`src/rtl/ckgate_pkg.sv`:
```
package ckgate_pkg;
  typedef enum logic [2:0] {
    GS_ON     = 3'd0,
    GS_DRAIN  = 3'd1,
    GS_OFF    = 3'd2,
    GS_RELOCK = 3'd3,
    GS_ARM    = 3'd4
  } gate_st_t;
endpackage

```
`src/rtl/ckd_src_div.sv`:
```
module ckd_src_div #(
  parameter int DIV_W      = 3,
  parameter int HOLD_TICKS = 2
) (
  input  logic             clk,
  input  logic             rst_n,
  input  logic             run,
  input  logic             src_sel,
  input  logic [DIV_W-1:0] div_sel,
  input  logic             pll_tick,
  input  logic             ref_tick,
  output logic             div_clk,
  output logic             fall_evt
);
  localparam int CNT_W = (1 << DIV_W) - 1;
  localparam int HW    = $clog2(HOLD_TICKS + 1);

  logic [CNT_W:0]   ratio;
  logic [CNT_W-1:0] ratio_m1;
  logic [CNT_W-1:0] cnt;
  logic [HW-1:0]    hold;
  logic [DIV_W:0]   cfg_q;
  logic             cfg_chg;
  logic             tick;
  logic             term;

  assign tick     = src_sel ? ref_tick : pll_tick;
  assign ratio    = (CNT_W+1)'(1) << div_sel;
  assign ratio_m1 = CNT_W'(ratio - (CNT_W+1)'(1));
  assign cfg_chg  = (cfg_q != {src_sel, div_sel});
  assign term     = (cnt == ratio_m1);
  assign fall_evt = run && !cfg_chg && tick && (hold == '0) && term && div_clk;

  always_ff @(posedge clk or negedge rst_n) begin
    if (!rst_n) begin
      cnt     <= '0;
      div_clk <= 1'b0;
      hold    <= HW'(HOLD_TICKS);
      cfg_q   <= '0;
    end else begin
      cfg_q <= {src_sel, div_sel};
      if (cfg_chg) begin
        cnt     <= '0;
        div_clk <= 1'b0;
        hold    <= HW'(HOLD_TICKS);
      end else if (!run) begin
        cnt     <= '0;
        div_clk <= 1'b0;
      end else if (tick) begin
        if (hold != '0) begin
          hold <= hold - HW'(1);
        end else if (term) begin
          cnt     <= '0;
          div_clk <= ~div_clk;
        end else begin
          cnt <= cnt + CNT_W'(1);
        end
      end
    end
  end


  cnt_in_range_chk: assert property (@(posedge clk) disable iff (!rst_n)
    !cfg_chg |-> (cnt <= ratio_m1));


  cfg_restart_low_chk: assert property (@(posedge clk) disable iff (!rst_n)
    cfg_chg |=> (!div_clk && hold != '0));
endmodule

```
`src/rtl/ckd_sync.sv`:
```
module ckd_sync #(
  parameter int STAGES = 2
) (
  input  logic clk,
  input  logic rst_n,
  input  logic din,
  output logic dout
);
  logic [STAGES-1:0] sh;

  always_ff @(posedge clk or negedge rst_n) begin
    if (!rst_n) sh <= '1;
    else        sh <= {sh[STAGES-2:0], din};
  end

  assign dout = sh[STAGES-1];
endmodule

```
`src/rtl/ckd_gate.sv`:
```
module ckd_gate
  import ckgate_pkg::*;
#(
  parameter int LOCK_TO = 4096
) (
  input  logic clk,
  input  logic rst_n,
  input  logic en_s,
  input  logic async_off,
  input  logic pd_mode,
  input  logic pll_locked,
  input  logic fall_evt,
  input  logic div_clk,
  output logic gate_on,
  output logic src_run,
  output logic lock_err
);
  localparam int TW = $clog2(LOCK_TO + 1);

  gate_st_t      st, nxt;
  logic [TW-1:0] tmr;

  always_comb begin
    nxt = st;
    unique case (st)
      GS_ON:     if (!en_s) nxt = async_off ? GS_OFF : GS_DRAIN;
      GS_DRAIN:  if (en_s) nxt = GS_ON;
                 else if (fall_evt) nxt = GS_OFF;
      GS_OFF:    if (en_s) nxt = pd_mode ? GS_RELOCK : GS_ARM;
      GS_RELOCK: if (!en_s) nxt = GS_OFF;
                 else if (pll_locked) nxt = GS_ARM;
      GS_ARM:    if (!en_s) nxt = GS_OFF;
                 else if (fall_evt) nxt = GS_ON;
      default:   nxt = GS_ARM;
    endcase
  end

  always_ff @(posedge clk or negedge rst_n) begin
    if (!rst_n) begin
      st       <= GS_ARM;
      gate_on  <= 1'b0;
      tmr      <= '0;
      lock_err <= 1'b0;
    end else begin
      st      <= nxt;
      gate_on <= (nxt == GS_ON) || (nxt == GS_DRAIN);
      if (st == GS_RELOCK && nxt == GS_RELOCK) begin
        if (tmr != TW'(LOCK_TO)) tmr <= tmr + TW'(1);
        if (tmr == TW'(LOCK_TO - 1)) lock_err <= 1'b1;
      end else begin
        tmr      <= '0;
        lock_err <= 1'b0;
      end
    end
  end

  assign src_run = !(pd_mode && (st == GS_OFF || st == GS_RELOCK));


  enable_on_low_chk: assert property (@(posedge clk) disable iff (!rst_n)
    $rose(gate_on) |-> !div_clk);


  sync_off_on_edge_chk: assert property (@(posedge clk) disable iff (!rst_n)
    ($fell(gate_on) && !async_off && !$past(async_off)) |-> $fell(div_clk));


  relock_blocks_chk: assert property (@(posedge clk) disable iff (!rst_n)
    (st == GS_RELOCK && !pll_locked) |=> !gate_on);


  err_only_relock_chk: assert property (@(posedge clk) disable iff (!rst_n)
    $rose(lock_err) |-> ($past(st) == GS_RELOCK));
endmodule

```
`src/rtl/clkout_gate_div.sv`:
```
module clkout_gate_div #(
  parameter int DIV_W       = 3,
  parameter int LOCK_TO     = 4096,
  parameter int SYNC_STAGES = 2
) (
  input  logic             clk,
  input  logic             rst_n,
  input  logic             pll_tick,
  input  logic             ref_tick,
  input  logic             pll_locked,
  input  logic             cfg_src_ref,
  input  logic [DIV_W-1:0] cfg_div_sel,
  input  logic             cfg_pd_mode,
  input  logic             cfg_async_off,
  input  logic             off_req_n,
  output logic             clk_out,
  output logic             out_drive,
  output logic             src_run,
  output logic             lock_err
);
  logic en_s;
  logic div_clk;
  logic fall_evt;
  logic gate_on;

  ckd_sync #(.STAGES(SYNC_STAGES)) u_sync (
    .clk  (clk),
    .rst_n(rst_n),
    .din  (off_req_n),
    .dout (en_s)
  );

  ckd_src_div #(.DIV_W(DIV_W)) u_div (
    .clk     (clk),
    .rst_n   (rst_n),
    .run     (src_run),
    .src_sel (cfg_src_ref),
    .div_sel (cfg_div_sel),
    .pll_tick(pll_tick),
    .ref_tick(ref_tick),
    .div_clk (div_clk),
    .fall_evt(fall_evt)
  );

  ckd_gate #(.LOCK_TO(LOCK_TO)) u_gate (
    .clk       (clk),
    .rst_n     (rst_n),
    .en_s      (en_s),
    .async_off (cfg_async_off),
    .pd_mode   (cfg_pd_mode),
    .pll_locked(pll_locked),
    .fall_evt  (fall_evt),
    .div_clk   (div_clk),
    .gate_on   (gate_on),
    .src_run   (src_run),
    .lock_err  (lock_err)
  );

  // immediate path: the raw pin bypasses the synchronizer
  assign out_drive = gate_on & ~(cfg_async_off & ~off_req_n);
  assign clk_out   = div_clk & out_drive;
endmodule

```
`config.mk`:
```
export PLATFORM = sky130hd
export DESIGN_NAME = clkout_gate_div
export DESIGN_NICKNAME = d
export VERILOG_FILES = /design/src/rtl/ckgate_pkg.sv /design/src/rtl/ckd_src_div.sv /design/src/rtl/ckd_sync.sv /design/src/rtl/ckd_gate.sv /design/src/rtl/clkout_gate_div.sv
export SDC_FILE = /design/constraint.sdc
export NUM_CORES = 1
export LEC_CHECK = 0
export ABC_AREA = 1
export BUFFER_PORTS_ARGS = -buffer_cell sky130_fd_sc_hd__clkbuf_2
export CAP_MARGIN = 15
export CORE_AREA = 2 2 61 63
export DETAILED_ROUTE_END_ITERATION = 10
export DIE_AREA = 0 0 63 65
export GPL_TIMING_DRIVEN = 0
export PLACE_DENSITY_LB_ADDON = 0.05
export SLEW_MARGIN = 25
export SYNTH_ARGS = -nofsm -noshare
export SYNTH_HDL_FRONTEND = slang
export SYNTH_HIERARCHICAL = 1
export SYNTH_SLANG_ARGS = --single-unit
```
`constraint.sdc`:
```
create_clock -name clk -period 4.86 [get_ports clk]
set_input_delay 0.486 -clock clk [delete_from_list [all_inputs] [get_ports clk]]
set_output_delay 0.486 -clock clk [all_outputs]
set_load 0.05 [all_outputs]
```
==> summary.md, run 1 <==
| Metric | Value |
|---|---|
| Clock sinks | `34` |
| Clk buf depth | `2` |
| Setup bufs post-CTS | `0` |
| Worst-path clk slew | `about 110 ps` |
| Critical path type | `flop to flop` |
| Number of max-cap violations | `0` |
| Non-Filler Instances | `376` |
| Switching Share | `33.3%` |
| Fin. Hold Viols | `0` |
| Initial antenna violation count | `0` |
| # setup viols final | `0` |
| Slowest stage delay, CP | `570 ps` |
| Hold WS | `between 200 and 250 ps` |
| Logic pwr share | `about 22%` |
| Initial Utilization | `approximately three fifths` |
| CP required | `5130 ps` |
| CP max FO | `6` |
| Most frequent cells in the layout | `83 x nand2_1, 47 x nor2_1, 45 x inv_1, 30 x dfrtp_1, 25 x nand3_1` |
| Largest net degree at the start of global routing | `35` |
| Share of cells above drive strength 1 | `17.4%` |
| Synthesized Nets | `~320` |
| Outcome | `completed` |
| Core Region | `0.00350 sq mm` |
| P&R area growth vs syn | `9.90%` |
| First-pass GRT wire length | `7170 um` |
| Pins Over Slew Limit | `0` |
| Synth cell types | `29` |
| Diode count | `0` |
| Synthesized flop and latch total | `34` |
| TritonCTS buffer count | `5` |
| I/O Pins | `16` |
| # resized after CTS | `0` |
| Chip width | `63 um` |
| IO buf count | `15` |
| Setup TNS | `0 ps` |
| Worst EP arrival | `2570 ps` |
| Clock root cell | `clkbuf_4` |
| Final #Nets | `343` |
| Slew @ Worst Pin | `827 ps` |
| RSZ-0062 raised after global routing | `false` |
| Vias in the first global route | `approximately 1700` |
| Sw Pwr | `0.000228 W` |
| Power Internal | `~0.00046 W` |
| CP max stage cell | `dfstp_2` |
| Worst Path Buf+Inv | `3` |
| Grt total ovfl | `0` |
| Startpoint Class | `flop` |
| Post-synthesis sequential area ratio | `39.8%` |
| Routed WL per cell | `10.7 um` |
| Cell count after synthesis | `305` |
| Mean Syn Cell Area | `7.05 sq um` |
| H-Tree Depth | `2` |
| Post-route clock period utilization | `a little under half` |
| First-pass iteration count of the detailed router | `4` |
| DR iter-0 viols | `68` |
| Worst setup path startpoint | `u_gate/st[2]$_DFF_PN1_` |
| Clock skew | `4.07 ps` |
| Most common cell after layout, fill and taps aside | `nand2_1` |
| Power per Cell Area | `slightly below 300 mW/mm^2` |
| Syn Std Cell Area | `0.00215 sq mm` |
| HPWL after detailed placement | `3000 um` |
| Warnings, synthesis | `6` |
| Die area | `0.00410 sq mm` |
| Leakage dissipation | `1.18 nW` |
| Power share of the sequential group | `47.6%` |
| Min Tclk post-route | `2300 ps` |
| Via density | `4.97` |
| ANT nets after route | `0` |
| Worst Setup End Kind | `flop` |
| Die height | `around 65 um` |
| CP top delay family | `simple AND/OR/NAND/NOR gates` |
| Tot GR Track Use | `21.9%` |
| Fmax | `435 MHz` |
| Vias | `1869` |
| Row cnt | `22` |
| Clock Latency Late Sink | `340 ps` |
| Placed cells | `368` |
| Drt drc | `0` |
| Clock share of power | `29.9%` |
| Detailed Route WL | `4020 um` |
| Max rail drop VDD | `0.212 mV` |
| # hold bufs at CTS | `0` |
| Critical path cell sequence | `inv_2 -> nand3_1 -> inv_1 -> nor2_4 -> inv_1 -> nor4_1 -> o21ai_0 -> nand2_1 -> nand3_1 -> nor2_1` |
| CTS tree | `done` |
| Reg2Reg Launch Point | `u_gate/st[2]$_DFF_PN1_` |
| Placer Congestion | `0.835` |
| Worst Hold Class | `input pin to async pin` |
| Max_slew headroom | `44.9%` |
==> power by group through the flow <==
| stage | registers (W) | logic, W | clock network [W] |
|---|---|---|---|
| after floorplan | 0.000327 | 0.000118 | 0 |
| after global placement | 0.000332 | 0.000152 | 0 |
| after detailed placement | 0.000332 | 0.000155 | 0 |
| after CTS | 0.000327 | 0.000156 | 0.000211 |
| after global routing | 0.000333 | 0.000177 | 0.000222 |
| final | 0.000327 | 0.000154 | 0.000205 |
==> synth_stat cells <==
cell type,n,share of area [%]
buf_4,1,0.35
dfstp_2,4,4.9
nand3_1,25,5.8
nor2_1,47,8.2
a21oi_1,4,0.93
nand2_4,2,1.0
or2_2,1,0.29
o21ai_2,1,0.41
inv_2,7,1.2
nand3b_1,1,0.35
nand2_1,83,14
nor4_1,1,0.29
o21bai_1,1,0.35
nor2_4,5,2.6
nor3_1,3,0.70
and2_1,1,0.29
nor2_2,4,1.2
nand4_1,12,3.5
nand4_4,1,0.99
inv_1,45,7.9
dfrtp_1,30,35
o21a_1,1,0.35
o21ai_0,6,1.4
o21ai_1,2,0.47
buf_6,1,0.52
xor2_1,5,2.0
ha_1,4,2.3
nand3_2,1,0.47
nand2_2,6,1.7
==> final timing paths <==
check	cells after the start	endpoint	slack [ps]
setup reg to reg	10	u_gate/gate_on$_DFF_PN0_	2560
max in group asynchronous	1	u_gate/lock_err$_DFFE_PN0P_	4110
setup / recovery	10	u_gate/gate_on$_DFF_PN0_	2560
min in group clk	1	u_sync/sh[0]$_DFF_PN1_	240
hold reg to reg	0	u_sync/sh[1]$_DFF_PN1_	370
hold / removal	1	u_gate/tmr[3]$_DFFE_PN0P_	220
==> routing by layer <==
layer  GRT usage (%)  up-vias  routed length (um)
met5               0        -                   0
met4            5.83        0                  39
met3            4.51        4                 121
met2            36.2       24                1940
met1            29.3      853                1920
li1                -      988                   -
==> kinds of logic after synthesis <==
logic type	share of synthesized area (%)
DFF	39.8
adders and majority gates	2.33
and+or+nand+nor	42.0
xor gates and xnor gates	2.04
buffers and inverters	9.95
AOI/OAI and AO/OA	3.90
==> worst reg2reg max path: stages (launching register included) <==
cell and delay (ps):
dfstp_2 570, inv_2 70, nand3_1 210, inv_1 140
nor2_4 170, inv_1 60, nor4_1 510, o21ai_0 200
nand2_1 90, nand3_1 100, nor2_1 110
==> cell type report <==
| cell class | count | area, sq um |
|---|---|---|
| multi-input combinational | 217 | 1080 |
| fill | 303 | 1130 |
| timing repair buffer | 15 | 75.1 |
| clock inverter | 3 | 40.0 |
| buffer | 2 | 18.8 |
| inverter | 52 | 195 |
| sequential | 34 | 856 |
| clock buffer | 5 | 37.5 |
| tap | 48 | 60.1 |
==> registers in the layout (all words and copies together) (netlist names) <==
signal and cells:
u_div/div_clk 1, u_gate/lock_err 1, u_gate/gate_on 1, u_sync/sh 2, u_gate/st 3, u_gate/tmr 13
u_div/cfg_q 4, u_div/hold 2, u_div/cnt 7
==> metrics by stage <==
step	power [W]	util, %	cell area, sq um	setup slack (ps)
after floorplan	0.000445	-	2150	2580
after global placement	0.000484	65.4	2280	2490
after detailed placement	0.000487	65.4	2280	2450
after CTS	0.000694	67.6	2360	2560
after global routing	0.000731	67.6	2360	2350
final	0.000687	67.6	2360	2560
(Power assumes the default switching activity.)
==> run 2, diff against run 1 <==
Settings changed: CORE_AREA 2 2 61 63 to 2 2 67 69, DIE_AREA 0 0 63 65 to 0 0 69 71.
Clock period 4.86 ns to 1.85 ns, I/O delays scaled along.
==> run 2 against run 1 <==
Against the previous run:
- the run now ends with hold timing left
- clock-buffer cell count grew 2
- critical path depth grew 2
- total power grew to 2.8 times the previous value
- combinational power grew to 3.3 times the previous value
- final cell count grew 5.1%
- global-route usage shrank 3.1 points
- setup slack lost 2400 ps
- via count grew 2.5%
- worst hold slack lost 250 ps
- clock skew grew 2.3 ps
- non-clock buffer count grew 15
- clock power grew to 2.8 times the previous value
==> summary.md, run 2 (synthesis gave the netlist of run 1 again) <==
| Metric | Value |
|---|---|
| Startpoint Class | `flop` |
| H-Tree Depth | `2 (unchanged)` |
| Placement Setup Slack | `-126 ps (-2580 ps)` |
| Most common cell after layout, fill and taps aside | `nand2_1` |
| TritonCTS buffer count | `5 (unchanged)` |
| Leakage dissipation | `1.28 nW (+8.3%)` |
| Failing checks | `hold timing` |
| Most frequent cells in the layout | `81 x nand2_1, 45 x nor2_1, 43 x inv_1, 30 x dfrtp_1, 21 x nand3_1` |
| Top reg by flops | `u_gate/tmr` |
| Number of max-cap violations | `0 (unchanged)` |
| Initial Utilization | `51.1% (-10 points)` |
| Clock skew | `6.41 ps (+2.34 ps)` |
| Largest register FFs | `13 (unchanged)` |
| Chip width | `69 um (+9.5%)` |
| Area occupied by multi-input gates | `0.00114 sq mm (+5.3%)` |
| Routed WL per cell | `10.8 um (+1.2%)` |
| Setup TNS | `0 ps (unchanged)` |
| DR iter-0 viols | `153 (+130%)` |
| # setup viols final | `0 (unchanged)` |
| Grt total ovfl | `0 (unchanged)` |
| ANT nets after route | `0 (unchanged)` |
| Fin area | `0.00256 sq mm (+8.3%)` |
| IO buf count | `15 (unchanged)` |
| Final WS setup | `116 ps (-2440 ps)` |
| Share of cells above drive strength 1 | `23.6% (+6.2 points)` |
| Filler Cells Inserted | `400 (+32%)` |
| Slew @ Worst Pin | `757 ps (-69.9 ps)` |
| Worst Hold Class | `input pin to async pin` |
| Largest net degree at the start of global routing | `35 (unchanged)` |
| P&R area growth vs syn | `19.0%` |
| Power per Cell Area | `759 mW/mm^2 (+160%)` |
| Clk buf depth | `2 (unchanged)` |
| Diode count | `0 (unchanged)` |
| Regs by FF count | `u_gate/tmr x13, u_div/cnt x7, u_div/cfg_q x4` |
| Max_slew headroom | `49.5% (+4.7 points)` |
| Worst Setup End Kind | `flop` |
| Outcome | `finished, violations left` |
| HPWL after detailed placement | `3040 um (+1.5%)` |
| First-pass iteration count of the detailed router | `5 (+1)` |
| Final #Nets | `358 (+4.4%)` |
| I/O Pins | `16 (unchanged)` |
| RSZ-0062 raised after global routing | `true` |
| Clock root cell | `clkbuf_8` |
| Min Tclk post-route | `1730 ps (-565 ps)` |
| Fmax | `577 MHz (+33%)` |
| Hold WS | `-29.0 ps (-253 ps)` |
| Initial antenna violation count | `0 (unchanged)` |
| Clock Latency Late Sink | `280 ps (-60 ps)` |
| Vias in the first global route | `1659 (+0.30%)` |
| Worst-path clk slew | `70 ps (-40 ps)` |
| Die height | `71 um (+9.2%)` |
| Detailed Route WL | `4270 um (+6.3%)` |
| Die area | `0.00490 sq mm (+20%)` |
| Register Area | `856 sq um (unchanged)` |
| Core Region | `0.00420 sq mm (+20%)` |
| Via density | `4.85 (-2.5%)` |
| CP max FO | `5 (-1)` |
| Vias | `1915 (+2.5%)` |
| Placer Congestion | `0.865 (+3.6%)` |
| First-pass GRT wire length | `7540 um (+5.2%)` |
| CTS tree | `done` |
| Row cnt | `24 (+9.1%)` |
| Max rail drop VDD | `0.730 mV (+240%)` |
| CP required | `2070 ps (-3060 ps)` |
| DP Area | `0.00231 sq mm (+1.0%)` |
| Tot GR Track Use | `18.8% (-3.1 points)` |
| Fin. Hold Viols | `30 (+30)` |
| Clock sinks | `34 (unchanged)` |
| Drt drc | `0 (unchanged)` |
| Pins Over Slew Limit | `0 (unchanged)` |
| Worst EP arrival | `1950 ps (-620 ps)` |
| Post-route clock period utilization | `93.7% (+46 points)` |
| Critical path type | `flop to flop` |
## run 2: cell count changes in the layout (fill, tap and decap cells not counted), sizes merged
| cell | change |
|---|---|
| buf | +15 |
| bufinv | -1 |
| clkbuf | +1 |
| clkinv | -1 |
| dlygate4sd3 | +1 |
## run 2: area by class of cell
type                    count  share of cell area [%]
flip-flops and latches     34                    33.4
plain buffers               2                   0.733
multi-input cells         217                    44.4
inverters                  52                    7.82
well taps                  52                    2.54
clock inverters             1                   0.196
clock buffers               7                    3.37
repair buffers             30                    7.43
## run 2: per-stage QoR
stage               util (%)  std cells  total power [W]
floorplan                  -        305          0.00118
global placement        54.9        372          0.00129
detailed placement      54.9        372          0.00130
CTS                     58.8        387          0.00191
global route            60.9        395          0.00206
finish                  60.9        395          0.00194
## run 2: final timing paths
| check | startpoint | to | slack [ps] | cells after the start |
|---|---|---|---|---|
| max | u_gate/st[2]$_DFF_PN1_ | u_gate/gate_on$_DFF_PN0_ | 120 | 12 |
| min | rst_n | u_gate/tmr[10]$_DFFE_PN0P_ | -30 | 1 |
| max reg2reg | u_gate/st[2]$_DFF_PN1_ | u_gate/gate_on$_DFF_PN0_ | 120 | 12 |
| min reg2reg | u_sync/sh[0]$_DFF_PN1_ | u_sync/sh[1]$_DFF_PN1_ | 360 | 0 |
| max in group asynchronous | rst_n | u_gate/tmr[5]$_DFFE_PN0P_ | 1400 | 1 |
| min in group clk | cfg_src_ref | u_div/cfg_q[3]$_DFF_PN0_ | 60 | 1 |
## run 2: power by group
part / internal [W] / switching [W] / total, W
logic: 0.000182 / 0.000320 / 0.000501
registers: 0.000801 / 0.0000622 / 0.000863
clock network: 0.000301 / 0.000278 / 0.000578
total: 0.00128 / 0.000659 / 0.00194
## run 2: layer usage
metal	global-route usage [%]	wire length, um	vias to the layer above	part of all wire [%]
met3	3.99	165	5	3.9
li1	-	-	1023	-
met4	4.58	37	0	0.87
met1	27.3	2220	849	52
met5	0	0	-	0
met2	28.7	1850	38	43
## run 2: worst max-delay path, cell delays in order (launching register included)
cell and delay (ps):
dfstp_2 560, inv_4 50, nand3_4 80, inv_4 40
nor2_4 110, inv_2 50, nor4_4 310, nand2_1 90
nand2_1 70, nand2_1 50, nand2_1 70, nand3_2 90
nor2_2 90
## run 2: timing repair
action | in CTS | in global routing
pin swaps | 7 | 10
buffers inserted | 6 | 8
hold buffers | 1 | 0
cloned | 0 | 0
resized for setup | 5 | 8
endpoints found under the setup margin | 2 | 2
endpoints found under the hold margin | 1 | 0
